$ cat config.mk
export PLATFORM = sky130hd
export DESIGN_NAME = mcsr_trap_unit
export DESIGN_NICKNAME = d
export VERILOG_FILES = /design/src/rtl/mcsr_pkg.sv /design/src/rtl/mcsr_decode.sv /design/src/rtl/mcsr_trap_vector.sv /design/src/rtl/mcsr_regs.sv /design/src/rtl/mcsr_trap_unit.sv
export SDC_FILE = /design/constraint.sdc
export NUM_CORES = 1
export LEC_CHECK = 0
export BUFFER_PORTS_ARGS = -buffer_cell sky130_fd_sc_hd__buf_2
export CORE_MARGIN = 2
export CORE_UTILIZATION = 40
export DETAILED_ROUTE_END_ITERATION = 8
export GPL_ROUTABILITY_DRIVEN = 0
export SETUP_SLACK_MARGIN = 0.1
export SYNTH_ARGS = -nofsm -noshare
export SYNTH_HDL_FRONTEND = slang
export SYNTH_SLANG_ARGS = --single-unit
$ cat constraint.sdc
create_clock -name clk -period 4.9 [get_ports clk]
set_clock_uncertainty 0.1 [all_clocks]
set_input_delay 0.735 -clock clk [delete_from_list [all_inputs] [get_ports clk]]
set_output_delay 0.735 -clock clk [all_outputs]
set_load 0.01 [all_outputs]
$ cat src/rtl/mcsr_pkg.sv
package mcsr_pkg;

    localparam int XLEN   = 32;
    localparam int CSR_AW = 12;
    localparam int IDX_W  = 5;
    localparam int ID_CNT = 4;

    typedef enum logic [1:0] {
        ACT_NONE = 2'd0,
        ACT_CSR  = 2'd1,
        ACT_TRAP = 2'd2
    } act_e;

    typedef enum logic [1:0] {
        RMW_SWAP  = 2'd0,
        RMW_SET   = 2'd1,
        RMW_CLEAR = 2'd2
    } rmw_e;

    typedef enum logic [1:0] {
        RESP_IDLE = 2'd0,
        RESP_WB   = 2'd1,
        RESP_TRAP = 2'd2
    } resp_e;

    typedef struct packed {
        act_e              act;
        rmw_e              rmw;
        logic              use_imm;
        logic [XLEN-2:0]   cause;
    } cmd_t;

    localparam logic [CSR_AW-1:0] A_STATUS  = 12'h300;
    localparam logic [CSR_AW-1:0] A_ISA     = 12'h301;
    localparam logic [CSR_AW-1:0] A_IE      = 12'h304;
    localparam logic [CSR_AW-1:0] A_TVEC    = 12'h305;
    localparam logic [CSR_AW-1:0] A_SCRATCH = 12'h340;
    localparam logic [CSR_AW-1:0] A_EPC     = 12'h341;
    localparam logic [CSR_AW-1:0] A_CAUSE   = 12'h342;
    localparam logic [CSR_AW-1:0] A_TVAL    = 12'h343;
    localparam logic [CSR_AW-1:0] A_IP      = 12'h344;
    localparam logic [CSR_AW-1:0] A_ID_BASE = 12'hF11;

    localparam logic [CSR_AW-1:0] F12_ENV_CALL  = 12'h000;
    localparam logic [CSR_AW-1:0] F12_BREAK     = 12'h001;
    localparam logic [CSR_AW-1:0] F12_SUPER_RET = 12'h102;

    localparam logic [XLEN-2:0] CAUSE_ENV_CALL = 31'd11;
    localparam logic [XLEN-2:0] CAUSE_BREAK    = 31'd3;

endpackage

$ cat src/rtl/mcsr_decode.sv
module mcsr_decode
    import mcsr_pkg::*;
(
    input  logic              valid,
    input  logic [2:0]        funct3,
    input  logic [CSR_AW-1:0] field,
    output cmd_t              cmd
);

    always_comb begin
        cmd.act     = ACT_NONE;
        cmd.rmw     = RMW_SWAP;
        cmd.use_imm = 1'b0;
        cmd.cause   = '0;
        if (valid) begin
            case (funct3)
                3'b000: begin
                    if (field == F12_ENV_CALL) begin
                        cmd.act   = ACT_TRAP;
                        cmd.cause = CAUSE_ENV_CALL;
                    end else if (field == F12_BREAK || field == F12_SUPER_RET) begin
                        cmd.act   = ACT_TRAP;
                        cmd.cause = CAUSE_BREAK;
                    end
                end
                3'b001: begin cmd.act = ACT_CSR; cmd.rmw = RMW_SWAP;  end
                3'b010: begin cmd.act = ACT_CSR; cmd.rmw = RMW_SET;   end
                3'b011: begin cmd.act = ACT_CSR; cmd.rmw = RMW_CLEAR; end
                3'b101: begin cmd.act = ACT_CSR; cmd.rmw = RMW_SWAP;  cmd.use_imm = 1'b1; end
                3'b110: begin cmd.act = ACT_CSR; cmd.rmw = RMW_SET;   cmd.use_imm = 1'b1; end
                3'b111: begin cmd.act = ACT_CSR; cmd.rmw = RMW_CLEAR; cmd.use_imm = 1'b1; end
                default: cmd.act = ACT_NONE;
            endcase
        end
    end

endmodule

$ cat src/rtl/mcsr_trap_vector.sv
module mcsr_trap_vector
    import mcsr_pkg::*;
#(
    parameter int EXC_VEC_OFFSET = 48
) (
    input  logic [XLEN-1:0] tvec,
    input  logic            is_irq,
    input  logic [XLEN-2:0] cause_code,
    output logic [XLEN-1:0] target
);

    localparam logic [XLEN-1:0] EXC_OFF = XLEN'(EXC_VEC_OFFSET);

    logic [XLEN-1:0] base;
    logic [XLEN-1:0] bank_off;
    logic [XLEN-1:0] slot_off;

    always_comb begin
        base     = {tvec[XLEN-1:2], 2'b00};
        bank_off = is_irq ? '0 : EXC_OFF;
        slot_off = {cause_code[XLEN-4:0], 2'b00};
        if (tvec[1:0] == 2'b00)
            target = tvec;
        else
            target = base + bank_off + slot_off;
    end

endmodule

$ cat src/rtl/mcsr_regs.sv
module mcsr_regs
    import mcsr_pkg::*;
#(
    parameter logic [XLEN-1:0] VENDOR_ID  = 32'h0,
    parameter logic [XLEN-1:0] ARCH_ID    = 32'h0,
    parameter logic [XLEN-1:0] IMPL_ID    = 32'h0,
    parameter logic [XLEN-1:0] HART_ID    = 32'h0,
    parameter logic [XLEN-1:0] MISA_RESET = 32'h4000_0100
) (
    input  logic              clk,
    input  logic              rst_n,
    input  logic [CSR_AW-1:0] addr,
    output logic [XLEN-1:0]   rd_data,
    input  logic              wr_en,
    input  rmw_e              wr_op,
    input  logic [XLEN-1:0]   wr_operand,
    input  logic              trap_we,
    input  logic [XLEN-1:0]   trap_epc,
    input  logic [XLEN-2:0]   trap_cause,
    output logic [XLEN-1:0]   tvec_o
);

    logic [XLEN-1:0] status_q, isa_q, ie_q, tvec_q, scratch_q;
    logic [XLEN-1:0] epc_q, cause_q, tval_q, ip_q;

    logic [XLEN-1:0] rw_data;
    logic            rw_hit;
    logic [XLEN-1:0] new_val;
    logic [ID_CNT-1:0] id_hit;
    logic [XLEN-1:0]   id_term [ID_CNT];
    logic [XLEN-1:0]   id_data;

    function automatic logic [XLEN-1:0] id_value(input int idx);
        case (idx)
            0:       return VENDOR_ID;
            1:       return ARCH_ID;
            2:       return IMPL_ID;
            default: return HART_ID;
        endcase
    endfunction

    for (genvar g = 0; g < ID_CNT; g++) begin : g_id
        assign id_hit[g]  = (addr == A_ID_BASE + CSR_AW'(g));
        assign id_term[g] = id_hit[g] ? id_value(g) : '0;
    end

    always_comb begin
        id_data = '0;
        for (int k = 0; k < ID_CNT; k++) id_data = id_data | id_term[k];
    end

    always_comb begin
        rw_hit  = 1'b1;
        rw_data = '0;
        case (addr)
            A_STATUS:  rw_data = status_q;
            A_ISA:     rw_data = isa_q;
            A_IE:      rw_data = ie_q;
            A_TVEC:    rw_data = tvec_q;
            A_SCRATCH: rw_data = scratch_q;
            A_EPC:     rw_data = epc_q;
            A_CAUSE:   rw_data = cause_q;
            A_TVAL:    rw_data = tval_q;
            A_IP:      rw_data = ip_q;
            default:   rw_hit  = 1'b0;
        endcase
        rd_data = rw_data | id_data;
    end

    always_comb begin
        unique case (wr_op)
            RMW_SET:   new_val = rw_data | wr_operand;
            RMW_CLEAR: new_val = rw_data & ~wr_operand;
            default:   new_val = wr_operand;
        endcase
    end

    always_ff @(posedge clk) begin
        if (!rst_n) begin
            status_q  <= '0;
            isa_q     <= MISA_RESET;
            ie_q      <= '0;
            tvec_q    <= '0;
            scratch_q <= '0;
            epc_q     <= '0;
            cause_q   <= '0;
            tval_q    <= '0;
            ip_q      <= '0;
        end else if (trap_we) begin
            epc_q   <= trap_epc;
            cause_q <= {1'b0, trap_cause};
            tval_q  <= '0;
        end else if (wr_en && rw_hit) begin
            case (addr)
                A_STATUS:  status_q  <= new_val;
                A_ISA:     isa_q     <= new_val;
                A_IE:      ie_q      <= new_val;
                A_TVEC:    tvec_q    <= new_val;
                A_SCRATCH: scratch_q <= new_val;
                A_EPC:     epc_q     <= new_val;
                A_CAUSE:   cause_q   <= new_val;
                A_TVAL:    tval_q    <= new_val;
                A_IP:      ip_q      <= new_val;
                default:   ;
            endcase
        end
    end

    assign tvec_o = tvec_q;


    epc_capture_chk: assert property (@(posedge clk) disable iff (!rst_n)
        trap_we |=> (epc_q == $past(trap_epc)) && (tval_q == '0));


    ro_write_chk: assert property (@(posedge clk) disable iff (!rst_n)
        (wr_en && !trap_we && !rw_hit) |=> $stable(scratch_q) && $stable(tvec_q)
            && $stable(cause_q) && $stable(epc_q) && $stable(status_q));

endmodule

$ cat src/rtl/mcsr_trap_unit.sv
module mcsr_trap_unit
    import mcsr_pkg::*;
#(
    parameter logic [31:0] VENDOR_ID      = 32'h0,
    parameter logic [31:0] ARCH_ID        = 32'h0,
    parameter logic [31:0] IMPL_ID        = 32'h0,
    parameter logic [31:0] HART_ID        = 32'h0,
    parameter logic [31:0] MISA_RESET     = 32'h4000_0100,
    parameter int          EXC_VEC_OFFSET = 48
) (
    input  logic        clk,
    input  logic        rst_n,
    input  logic        inst_valid,
    input  logic [2:0]  funct3,
    input  logic [11:0] csr_field,
    input  logic [4:0]  rs1_idx,
    input  logic [4:0]  rd_idx,
    input  logic [31:0] rs1_value,
    input  logic [31:0] pc,
    output logic        wb_en,
    output logic [4:0]  wb_rd,
    output logic [31:0] wb_data,
    output logic        trap_taken,
    output logic [31:0] trap_pc
);

    cmd_t            cmd;
    logic [XLEN-1:0] operand;
    logic [XLEN-1:0] csr_old;
    logic [XLEN-1:0] tvec;
    logic [XLEN-1:0] vec_target;
    logic            csr_we;
    logic            trap_we;

    resp_e           state_q, state_d;
    logic [XLEN-1:0] wb_data_q;
    logic [IDX_W-1:0] wb_rd_q;
    logic [XLEN-1:0] trap_pc_q;

    mcsr_decode u_decode (
        .valid  (inst_valid),
        .funct3 (funct3),
        .field  (csr_field),
        .cmd    (cmd)
    );

    assign operand = cmd.use_imm ? {{(XLEN-IDX_W){1'b0}}, rs1_idx} : rs1_value;
    assign csr_we  = (cmd.act == ACT_CSR);
    assign trap_we = (cmd.act == ACT_TRAP);

    mcsr_regs #(
        .VENDOR_ID  (VENDOR_ID),
        .ARCH_ID    (ARCH_ID),
        .IMPL_ID    (IMPL_ID),
        .HART_ID    (HART_ID),
        .MISA_RESET (MISA_RESET)
    ) u_regs (
        .clk        (clk),
        .rst_n      (rst_n),
        .addr       (csr_field),
        .rd_data    (csr_old),
        .wr_en      (csr_we),
        .wr_op      (cmd.rmw),
        .wr_operand (operand),
        .trap_we    (trap_we),
        .trap_epc   (pc),
        .trap_cause (cmd.cause),
        .tvec_o     (tvec)
    );

    mcsr_trap_vector #(
        .EXC_VEC_OFFSET (EXC_VEC_OFFSET)
    ) u_vector (
        .tvec       (tvec),
        .is_irq     (1'b0),
        .cause_code (cmd.cause),
        .target     (vec_target)
    );

    // Next-state logic: the response depends on the strobe of this cycle.
    always_comb begin
        unique case (cmd.act)
            ACT_CSR:  state_d = (rd_idx != '0) ? RESP_WB : RESP_IDLE;
            ACT_TRAP: state_d = RESP_TRAP;
            default:  state_d = RESP_IDLE;
        endcase
    end

    always_ff @(posedge clk) begin
        if (!rst_n) state_q <= RESP_IDLE;
        else        state_q <= state_d;
    end

    always_ff @(posedge clk) begin
        if (!rst_n) begin
            wb_data_q <= '0;
            wb_rd_q   <= '0;
            trap_pc_q <= '0;
        end else begin
            if (csr_we) begin
                wb_data_q <= csr_old;
                wb_rd_q   <= rd_idx;
            end
            if (trap_we) trap_pc_q <= vec_target;
        end
    end

    // Output process
    always_comb begin
        wb_en      = 1'b0;
        trap_taken = 1'b0;
        unique case (state_q)
            RESP_WB:   wb_en      = 1'b1;
            RESP_TRAP: trap_taken = 1'b1;
            default:   ;
        endcase
        wb_rd   = wb_rd_q;
        wb_data = wb_data_q;
        trap_pc = trap_pc_q;
    end


    pulse_excl_chk: assert property (@(posedge clk) disable iff (!rst_n)
        !(wb_en && trap_taken));


    idle_quiet_chk: assert property (@(posedge clk) disable iff (!rst_n)
        !inst_valid |=> (!wb_en && !trap_taken));


    rd_zero_chk: assert property (@(posedge clk) disable iff (!rst_n)
        wb_en |-> (wb_rd != '0));


    direct_target_chk: assert property (@(posedge clk) disable iff (!rst_n)
        (trap_taken && tvec[1:0] == 2'b00) |-> (trap_pc == tvec));


    vector_align_chk: assert property (@(posedge clk) disable iff (!rst_n)
        (trap_taken && tvec[1:0] != 2'b00) |-> (trap_pc[1:0] == 2'b00));

endmodule

==> results of run 1 <==
[cell usage after synthesis, drive strengths merged (14+ instances only)]
library cell / n / area, sq um
dfxtp: 359 / 7190
nand2: 311 / 1170
o21ai: 300 / 1500
nor2: 108 / 415
a21oi: 95 / 490
clkbuf: 91 / 343
mux2i: 71 / 711
buf: 62 / 363
o22ai: 51 / 319
a22oi: 47 / 358
nor3: 34 / 246
inv: 26 / 97.6
o31ai: 26 / 215
a211oi: 24 / 180
a22o: 23 / 204
nand3: 23 / 115
o21a: 18 / 143
mux2: 16 / 180
xnor2: 16 / 140
o211ai: 15 / 113
nand4: 14 / 87.6
or3: 14 / 87.6
[stage by stage]
| stage | total power, uW | hold slack (ns) | area, sq um | setup WS, ns |
|---|---|---|---|---|
| final | 6280 | 0.337 | 18900 | 1.08 |
| after global routing | 6450 | 0.337 | 18900 | 0.842 |
| after CTS | 6300 | 0.327 | 18900 | 1.09 |
| after detailed placement | 3500 | 0.335 | 17700 | 0.515 |
| after global placement | 3500 | 0.329 | 17700 | 0.539 |
| after floorplan | 3280 | 0.317 | 16300 | 0.332 |
[logic make-up (layout without fill, tap and decap cells)]
group / after synthesis / in the layout / synth area share, %
other cells: 0 / 1 / 0
mux: 87 / 87 / 5.47
simple gates: 589 / 589 / 17.1
xor+xnor: 21 / 21 / 1.13
compound gates: 687 / 687 / 26.4
fa+ha+maj: 10 / 10 / 0.814
flops: 359 / 359 / 44.1
buf+inv: 180 / 329 / 4.96
[power by group]
group	total [uW]	switching, uW	internal [uW]
Sequential	2950	10.6	2940
Clock	2830	1230	1590
Combinational	506	365	141
Total	6280	1610	4670
[final timing paths]
path / from / endpoint / slack (ns) / cells past startpoint
worst max register to register: u_regs.tvec_o[5] / trap_pc[25] / 1.96 / 10
worst max-delay path: csr_field[5] / trap_pc[31] / 1.08 / 15
worst min register to register: u_regs.cause_q[24] / u_regs.cause_q[24] / 0.35 / 2
worst min-delay path: pc[17] / u_regs.epc_q[17] / 0.34 / 2
[per-layer routing]
layer  up-vias  share of wire (%)  GRT usage (%)
met5         -                  0              0
met4         0                4.9           13.9
met3       166                8.4           6.26
met2       721                 44           45.6
met1      7567                 42           38.0
li1       7241                  -              -
[area by class of cell]
class | instances | area share [%]
Multi-Input combinational cell | 1394 | 44.3
Clock buffer | 50 | 5.64
Clock inverter | 17 | 0.741
Inverter | 27 | 0.542
Tap cell | 525 | 3.47
Antenna cell | 1 | 0.0132
Timing Repair Buffer | 235 | 7.33
Sequential cell | 359 | 38.0
[worst max-delay path: stages]
cell      delay, ns
buf_2          0.13
nor4_2         0.35
nand3_1        0.13
or4_1          0.57
clkinv_2       0.11
ha_1           0.23
ha_1           0.25
fa_1           0.42
a21o_1         0.18
a21oi_1        0.13
buf_4          0.15
nand4b_1       0.32
nor3_1         0.12
xnor2_1        0.14
a211oi_1       0.22
[state kept, by name, summed over array words and instances, names as in the netlist]
| register | count |
|---|---|
| state_q | 2 |
| trap_pc | 32 |
| u_regs.cause_q | 32 |
| u_regs.epc_q | 32 |
| u_regs.ie_q | 32 |
| u_regs.ip_q | 32 |
| u_regs.isa_q | 32 |
| u_regs.scratch_q | 32 |
| u_regs.status_q | 32 |
| u_regs.tval_q | 32 |
| u_regs.tvec_o | 32 |
| wb_data | 32 |
| wb_rd | 5 |
==> results.txt, run 1 <==
----------------------------------------------------
[GRT]
  Global route overflow ... 0
  Number of global-route vias before repair ... 14800
  Wire length of the first global-routing pass ... 92500 um
  Maximum number of pins on one net before global-route repair ... between 80 and 90
  Antenna violations before repair ... 1
  Overall fraction of global-route tracks in use ... approximately 29%

[Synthesis]
  Post-synth cell types ... 87
  Predominant post-synthesis flop cell ... dfxtp_1
  Flip-flop and latch count after synthesis ... 359
  Avg Cell Area, Syn ... 8.43 sq um
  Fraction of registers with async set or reset after synthesis ... 0%
  Number of nets in the synthesized netlist ... 2035
  Ys Warns ... 0
  Fraction of the yosys area taken by sequential cells ... about 44%
  Area of the mapped netlist ... approximately 16000 sq um
  EDFF count, synth ... 0
  Number of instances in the synthesized netlist ... ~1900

[Detailed routing]
  Detail Route Antenna Nets ... 0
  DRC violations left ... 0
  Number of vias in the routed layout ... 15700
  Number of iterations in the first detailed-routing pass ... 6
  Total routed wirelength ... 62200 um
  Number of DRC markers after the initial detailed-route iteration ... 1760
  Number of vias per cell after detailed routing ... 6.02
  Wire per inst ... 23.8 um

[Clock tree]
  Clock sink count ... 359
  H-tree depth ... 2
  Setup Buffers After CTS ... 0
  Post-CTS Hold Buffers ... 0
  Number of cells upsized or downsized after cts ... 0
  Clock root cell ... clkbuf_16
  Inserted Clock Buffers ... 38
  Clock insertion delay at the later pin of the skew report ... 0.56 ns
  Maximum clock insertion buffer count ... 3
  Clock slew at the register clock pins of the worst setup and hold paths ... 0.06 ns
  TritonCTS clock tree ... yes

[Timing]
  Endpoints failing setup ... 0
  Worst-margin pin slew ... about 1.3 ns
  Slew Viols, Final ... 0
  Final period util ... 78.0%
  Accumulated negative setup slack ... 0 ns
  Setup repair after global routing missed its margin ... false
  Final worst path period need ... 3.82 ns
  Hold violation count in the final report ... 0
  Rel. slew slack ... 14.2%
  Upper clock frequency limit ... 262 MHz

[Final layout]
  Most common cell after layout, fill and taps aside ... dfxtp_1
  Layout Nets ... about 2200
  Post-layout util ... 47.3%
  Flip-flop and latch area ... 7190 sq um
  Share of final-layout standard cells stronger than drive strength 1 ... approximately 18%
  Area growth, synth to finish ... 16.1%
  Post-route non-filler standard cell count ... 2608
  Leading cell types in the layout, fill and taps excluded ... dfxtp_1 (359), nand2_1 (311), o21ai_0 (267)
  Fill cell count ... 3917
  Combined area of the multi-input logic cells ... 8370 sq um

[Worst setup path]
  Endpoint required time on the critical path ... 5.28 ns
  CP Data Arrival Time ... 4.20 ns
  Type of the worst setup path ... input pin to flop
  Kind of end point of the critical path ... flop
  Max FO, Critical Path ... 12
  Critical Path Start Type ... input pin

[Place]
  Number of placed cells counting well taps ... 2540
  Post-detailed-placement half-perimeter wirelength ... 43100 um
  IO buf count ... 162

[Floorplanning]
  Initial cell density of the core ... 40.7%
  Row cnt ... 73
  Top-Level Pins ... ~160
  Placeable core area ... approximately 40000 sq um
  Die width ... 206 um
  Floorplan die height ... 206 um
  Die area ... 42400 sq um

[Pwr]
  Pwr dens ... 332 nW/um^2
  Worst vdd ir ... 192 uV
  Leakage power figure ... 0.00695 uW

[Min path]
  Worst min-delay path category ... input pin to flop

[Job]
  Maximum capacitance violations ... 0

[Run status]
  Result of the run ... finished, final reports clean

----------------------------------------------------
Power figures use the tool's default switching activity.
==> inputs of run 2 (changes only) <==
- clock period: 4.9 -> 3.6 ns (I/O delays scaled with it)
==> results.txt, run 2 (synthesis results as in run 1) <==
----------------------------------------------------
[Run status]
  Result of the run ... finished, final reports clean

[Final layout]
  Share of final-layout standard cells stronger than drive strength 1 ... about 22%
  Layout Nets ... 2267
  Combined area of the multi-input logic cells ... 8440 sq um
  Flip-flop and latch area ... 7190 sq um
  Leading cell types in the layout, fill and taps excluded ... dfxtp_1 (359), nand2_1 (311), o21ai_0 (266)
  Most common cell after layout, fill and taps aside ... dfxtp_1
  Post-route non-filler standard cell count ... about 2700
  Total inserted antenna cells ... 0
  Area growth, synth to finish ... 23.4%
  Fill cell count ... 3798

[Floorplanning]
  Initial cell density of the core ... between 40% and 50%
  Top-Level Pins ... approximately 160
  Placeable core area ... 40000 sq um
  Row cnt ... between 70 and 80
  Die width ... 206 um
  Floorplan die height ... 206 um
  Die area ... 42400 sq um

[Timing]
  Final worst path period need ... between 3 and 4 ns
  Slew Viols, Final ... 0
  Upper clock frequency limit ... 297 MHz
  Rel. slew slack ... 26.4%
  Smallest setup slack after layout ... about 0.23 ns
  Setup repair after global routing missed its margin ... true
  Worst-margin pin slew ... 1.10 ns
  Smallest hold slack ... ~0.13 ns
  Hold violation count in the final report ... 0
  Final period util ... 93.7%
  Endpoints failing setup ... 0

[Worst setup path]
  Largest stage delay on the critical path ... 0.61 ns
  CP Data Arrival Time ... 3.72 ns
  Endpoint required time on the critical path ... 3.95 ns
  Type of the worst setup path ... input pin to flop
  Critical Path Start Type ... input pin
  Worst path cell trace ... buf_2 -> nor4_4 -> nand3_1 -> or4_4 -> clkinv_8 -> ha_2 -> ha_4 -> fa_2 -> a21o_1 -> a21oi_2 -> buf_4 -> nand4b_1 -> buf_12 -> or3_1 -> a311oi_1
  Max FO, Critical Path ... 12
  Kind of end point of the critical path ... flop
  R2r endpoint ... trap_pc[25]
  Launch instance of the worst register-to-register path ... u_regs.tvec_o[5]
  Setup slack of the most critical reg-to-reg path ... 0.88 ns
  Slowest stage cell, crit path ... or4_4
  Reg2Reg Depth ... 11

[Detailed routing]
  DRC violations left ... 0
  Number of DRC markers after the initial detailed-route iteration ... 1956
  Total routed wirelength ... 64100 um
  Number of vias in the routed layout ... 16300
  Wire per inst ... approximately 24 um
  Detail Route Antenna Nets ... 0
  Number of iterations in the first detailed-routing pass ... 7
  Number of vias per cell after detailed routing ... 6.00

[Clock tree]
  Post-CTS Hold Buffers ... 0
  Inserted Clock Buffers ... 41
  H-tree depth ... 2
  Maximum clock insertion buffer count ... 3
  Clock sink count ... 359
  Clock root cell ... clkbuf_16
  Clock insertion delay at the later pin of the skew report ... about 0.55 ns
  TritonCTS clock tree ... yes
  Clock slew at the register clock pins of the worst setup and hold paths ... ~0.060 ns

[Place]
  Worst slack after detailed placement ... -0.459 ns
  Number of placed cells counting well taps ... roughly 2600
  IO buf count ... 162
  Post-detailed-placement half-perimeter wirelength ... 44900 um

[GRT]
  Wire length of the first global-routing pass ... around 95000 um
  Antenna violations before repair ... 0
  Maximum number of pins on one net before global-route repair ... 80
  Global route overflow ... 0
  Overall fraction of global-route tracks in use ... between 20% and 30%
  Number of global-route vias before repair ... 15400

[Min path]
  Worst min-delay path category ... input pin to flop
  Worst hold path depth ... 3
  Terminating pin of the worst hold path ... u_regs.epc_q[21]
  Hold Path Origin ... pc[21]

[Pwr]
  Pwr dens ... 445 nW/um^2
  Leakage power figure ... 0.00763 uW
  Worst vdd ir ... 324 uV

[Job]
  Maximum capacitance violations ... 0

----------------------------------------------------
[run 2: per-stage QoR]
step                      TNS [ns]  utilization [%]  instance area [sq um]  total power (uW)
after floorplan              -2.08                -                  16400              4460
after global placement       -4.97             46.9                  18700              4840
after detailed placement     -5.84             46.9                  18700              4850
after CTS                        0             50.2                  20100              8970
after global routing             0             50.3                  20100              9170
final                            0             50.3                  20100              8950
[run 2: layout make-up]
cell class,instances,area share [%]
tap,525,3.27
sequential,359,35.7
multi-input combinational,1394,42.0
clock inverter,11,0.429
clock buffer,63,6.27
inverter,27,0.566
timing repair buffer,342,11.8
[run 2: per-layer routing]
metal	vias to the layer above	share of wire, %	wire, um	global-route usage, %
met5	-	0	0	0.119
met4	0	4.3	2780	13.3
li1	7452	-	-	-
met2	860	45	28900	48.3
met1	7821	41	26400	38.4
met3	180	9.2	5900	6.07
[run 2: repair_timing]
item | 4_1_cts | 5_1_grt
setup buffers | 0 | 0
setup endpoints to repair | 2 | 5
pin swaps | 0 | 3
hold endpoints to repair | 0 | 0
gates resized for setup | 1 | 2
[run 2: worst max-delay path by stage]
stage                  end  slack, ns         start
6_report       trap_pc[25]       0.23  csr_field[7]
5_1_grt        trap_pc[29]       0.09  csr_field[7]
4_1_cts        trap_pc[25]       0.19  csr_field[5]
3_5_place_dp   trap_pc[27]      -0.46  csr_field[5]
3_3_place_gp   trap_pc[25]      -0.37  csr_field[5]
2_1_floorplan  trap_pc[31]      -0.27     funct3[0]
[run 2: power breakdown]
part | internal (uW) | switching [uW]
registers | 4000 | 14.2
clock network | 2480 | 1690
logic | 249 | 518
[run 2: critical path, delay by kind of cell]
kind	cells	cell delay, ns
fa+ha+maj	3	0.55
buf+inv	4	0.54
compound gates	3	0.45
simple gates	5	1.63
==> inputs of run 3 (changes only) <==
- CTS_CLUSTER_SIZE: unset -> 24
- PLACE_DENSITY: unset -> 0.55
==> results.txt, run 3 (synthesis results as in run 1) <==
----------------------------------------------------
[Run status]
  Result of the run ... finished, final reports clean

[Min path]
  Worst hold path depth ... 2
  Terminating pin of the worst hold path ... u_regs.epc_q[17]
  Hold Path Origin ... pc[17]
  Worst min-delay path category ... input pin to flop

[Worst setup path]
  Largest stage delay on the critical path ... 0.55 ns
  Count of buffer and inverter cells on the critical path ... 4
  Kind of end point of the critical path ... flop
  Launch instance of the worst register-to-register path ... u_regs.tvec_o[5]
  Type of the worst setup path ... input pin to flop
  Endpoint required time on the critical path ... 3.97 ns
  Worst setup path startpoint ... csr_field[5]
  CP Data Arrival Time ... 3.68 ns
  Critical Path Start Type ... input pin
  R2r endpoint ... trap_pc[27]
  Cell repeated most along the worst path ... ha_4
  Max FO, Critical Path ... 12
  Reg2Reg Depth ... 10
  Slowest stage cell, crit path ... or4_4
  Worst path cell trace ... buf_2 -> nor4_4 -> nand3_1 -> or4_4 -> buf_4 -> clkinv_8 -> ha_4 -> ha_4 -> fa_2 -> a21o_1 -> a21oi_4 -> nand4b_1 -> buf_12 -> nor3_4 -> xnor2_1 -> a211oi_1
  CP top delay family ... simple AND/OR/NAND/NOR gates
  Setup slack of the most critical reg-to-reg path ... 0.93 ns

[Clock tree]
  Inserted Clock Buffers ... 40
  Maximum clock insertion buffer count ... 3
  Clock sink count ... 359
  Clock root cell ... clkbuf_16
  Clock insertion delay at the later pin of the skew report ... approximately 0.56 ns
  H-tree depth ... 2
  Clock slew at the register clock pins of the worst setup and hold paths ... 0.06 ns
  TritonCTS clock tree ... yes

[GRT]
  Global-route track usage on met1 ... between 40% and 50%
  Maximum number of pins on one net before global-route repair ... 62
  Overall fraction of global-route tracks in use ... 30.1%
  Routing usage on met2 ... a little under half
  Antenna violations before repair ... 1
  Number of global-route vias before repair ... about 15000
  GRT met3 Usage ... 4.62%
  Highest-utilization routing layer at the global route stage ... met2
  Wire length of the first global-routing pass ... 95100 um
  Global route overflow ... 0

[Final layout]
  Leading cell types in the layout, fill and taps excluded ... dfxtp_1 (359), nand2_1 (311), o21ai_0 (266)
  Most common cell after layout, fill and taps aside ... dfxtp_1
  Fill cell count ... 3924
  Share of final-layout standard cells stronger than drive strength 1 ... 21.8%
  Area growth, synth to finish ... 22.4%
  Layout Nets ... 2252

[Detailed routing]
  Total routed wirelength ... 64700 um
  Wire per inst ... 23.9 um
  DRC violations left ... 0
  Number of vias in the routed layout ... 16200
  Number of iterations in the first detailed-routing pass ... 6
  Detail Route Antenna Nets ... 0
  Number of DRC markers after the initial detailed-route iteration ... 1818
  Number of vias per cell after detailed routing ... 5.97

[Timing]
  Rel. slew slack ... 34.1%
  Endpoints failing setup ... 0
  Accumulated negative setup slack ... 0 ns
  Smallest setup slack after layout ... between 0.2 and 0.3 ns
  Hold violation count in the final report ... 0
  Final period util ... slightly above 90%
  Slew Viols, Final ... 0
  Setup repair after global routing missed its margin ... false
  Worst-margin pin slew ... roughly 1 ns
  Upper clock frequency limit ... roughly 300 MHz
  Final worst path period need ... ~3.3 ns

[Pwr]
  Net switching power ... 2230 uW
  Pwr dens ... 452 nW/um^2
  Total power ... around 9000 uW
  Combinational share of power ... 8.3%
  Leakage power figure ... 0.00755 uW
  Switching power as a share of total power ... 24.8%
  Worst vdd ir ... 284 uV
  Sequential share of power ... 44.5%
  Proportion of power drawn by the clock network ... 47.1%
  Total internal power ... 6780 uW

[Floorplanning]
  Initial cell density of the core ... 40.7%
  Placeable core area ... 40000 sq um
  Top-Level Pins ... 163
  Row cnt ... 73
  Die area ... 42400 sq um
  Floorplan die height ... 206 um
  Die width ... 206 um

[Job]
  Maximum capacitance violations ... 0

[Place]
  Post-detailed-placement half-perimeter wirelength ... 45900 um
  Worst slack after detailed placement ... -0.384 ns
  IO buf count ... 162

----------------------------------------------------
-- run 3: repair_timing --
action	in CTS	in global routing
setup endpoints to repair	0	8
resized for setup	0	3
hold buffers	0	0
buffers inserted	0	0
-- run 3: how the worst max path moves through the flow --
stage | slack [ns] | cells after the start | end
2_1_floorplan | -0.27 | 18 | trap_pc[31]
3_3_place_gp | -0.34 | 16 | trap_pc[31]
3_5_place_dp | -0.38 | 15 | trap_pc[27]
4_1_cts | 0.19 | 15 | trap_pc[27]
5_1_grt | 0.11 | 15 | trap_pc[29]
6_report | 0.28 | 16 | trap_pc[31]
-- run 3: power groups by stage --
stage / Sequential [uW] / Combinational, uW / Clock [uW]
5_1_grt: 4010 / 784 / 4480
2_1_floorplan: 4110 / 353 / 0
3_3_place_gp: 4100 / 727 / 0
4_1_cts: 4010 / 733 / 4300
3_5_place_dp: 4100 / 731 / 0
6_report: 4010 / 748 / 4240
-- run 3: metal layers --
metal / part of all wire (%) / vias to the layer above
met5: 0 / -
met4: 3.4 / 0
met3: 8.6 / 122
met2: 44 / 766
met1: 44 / 7840
li1: - / 7431
-- run 3: through the flow --
stage	hold WS [ns]	instances	util (%)	cell area (sq um)
after floorplan	0.317	1933	-	16400
after global placement	0.328	2633	46.4	18600
after detailed placement	0.336	2633	46.4	18600
after CTS	0.121	2705	49.8	19900
after global routing	0.126	2705	49.8	19900
final	0.134	2706	49.8	19900
-- run 3: cell type report --
cell class,instances,area (sq um),area share (%)
clock inverter,9,109,0.546
sequential,359,7190,36.0
inverter,27,114,0.571
clock buffer,63,1260,6.32
timing repair buffer,328,2170,10.9
multi-input combinational,1394,8440,42.3
antenna,1,2.50,0.0125
tap,525,657,3.29
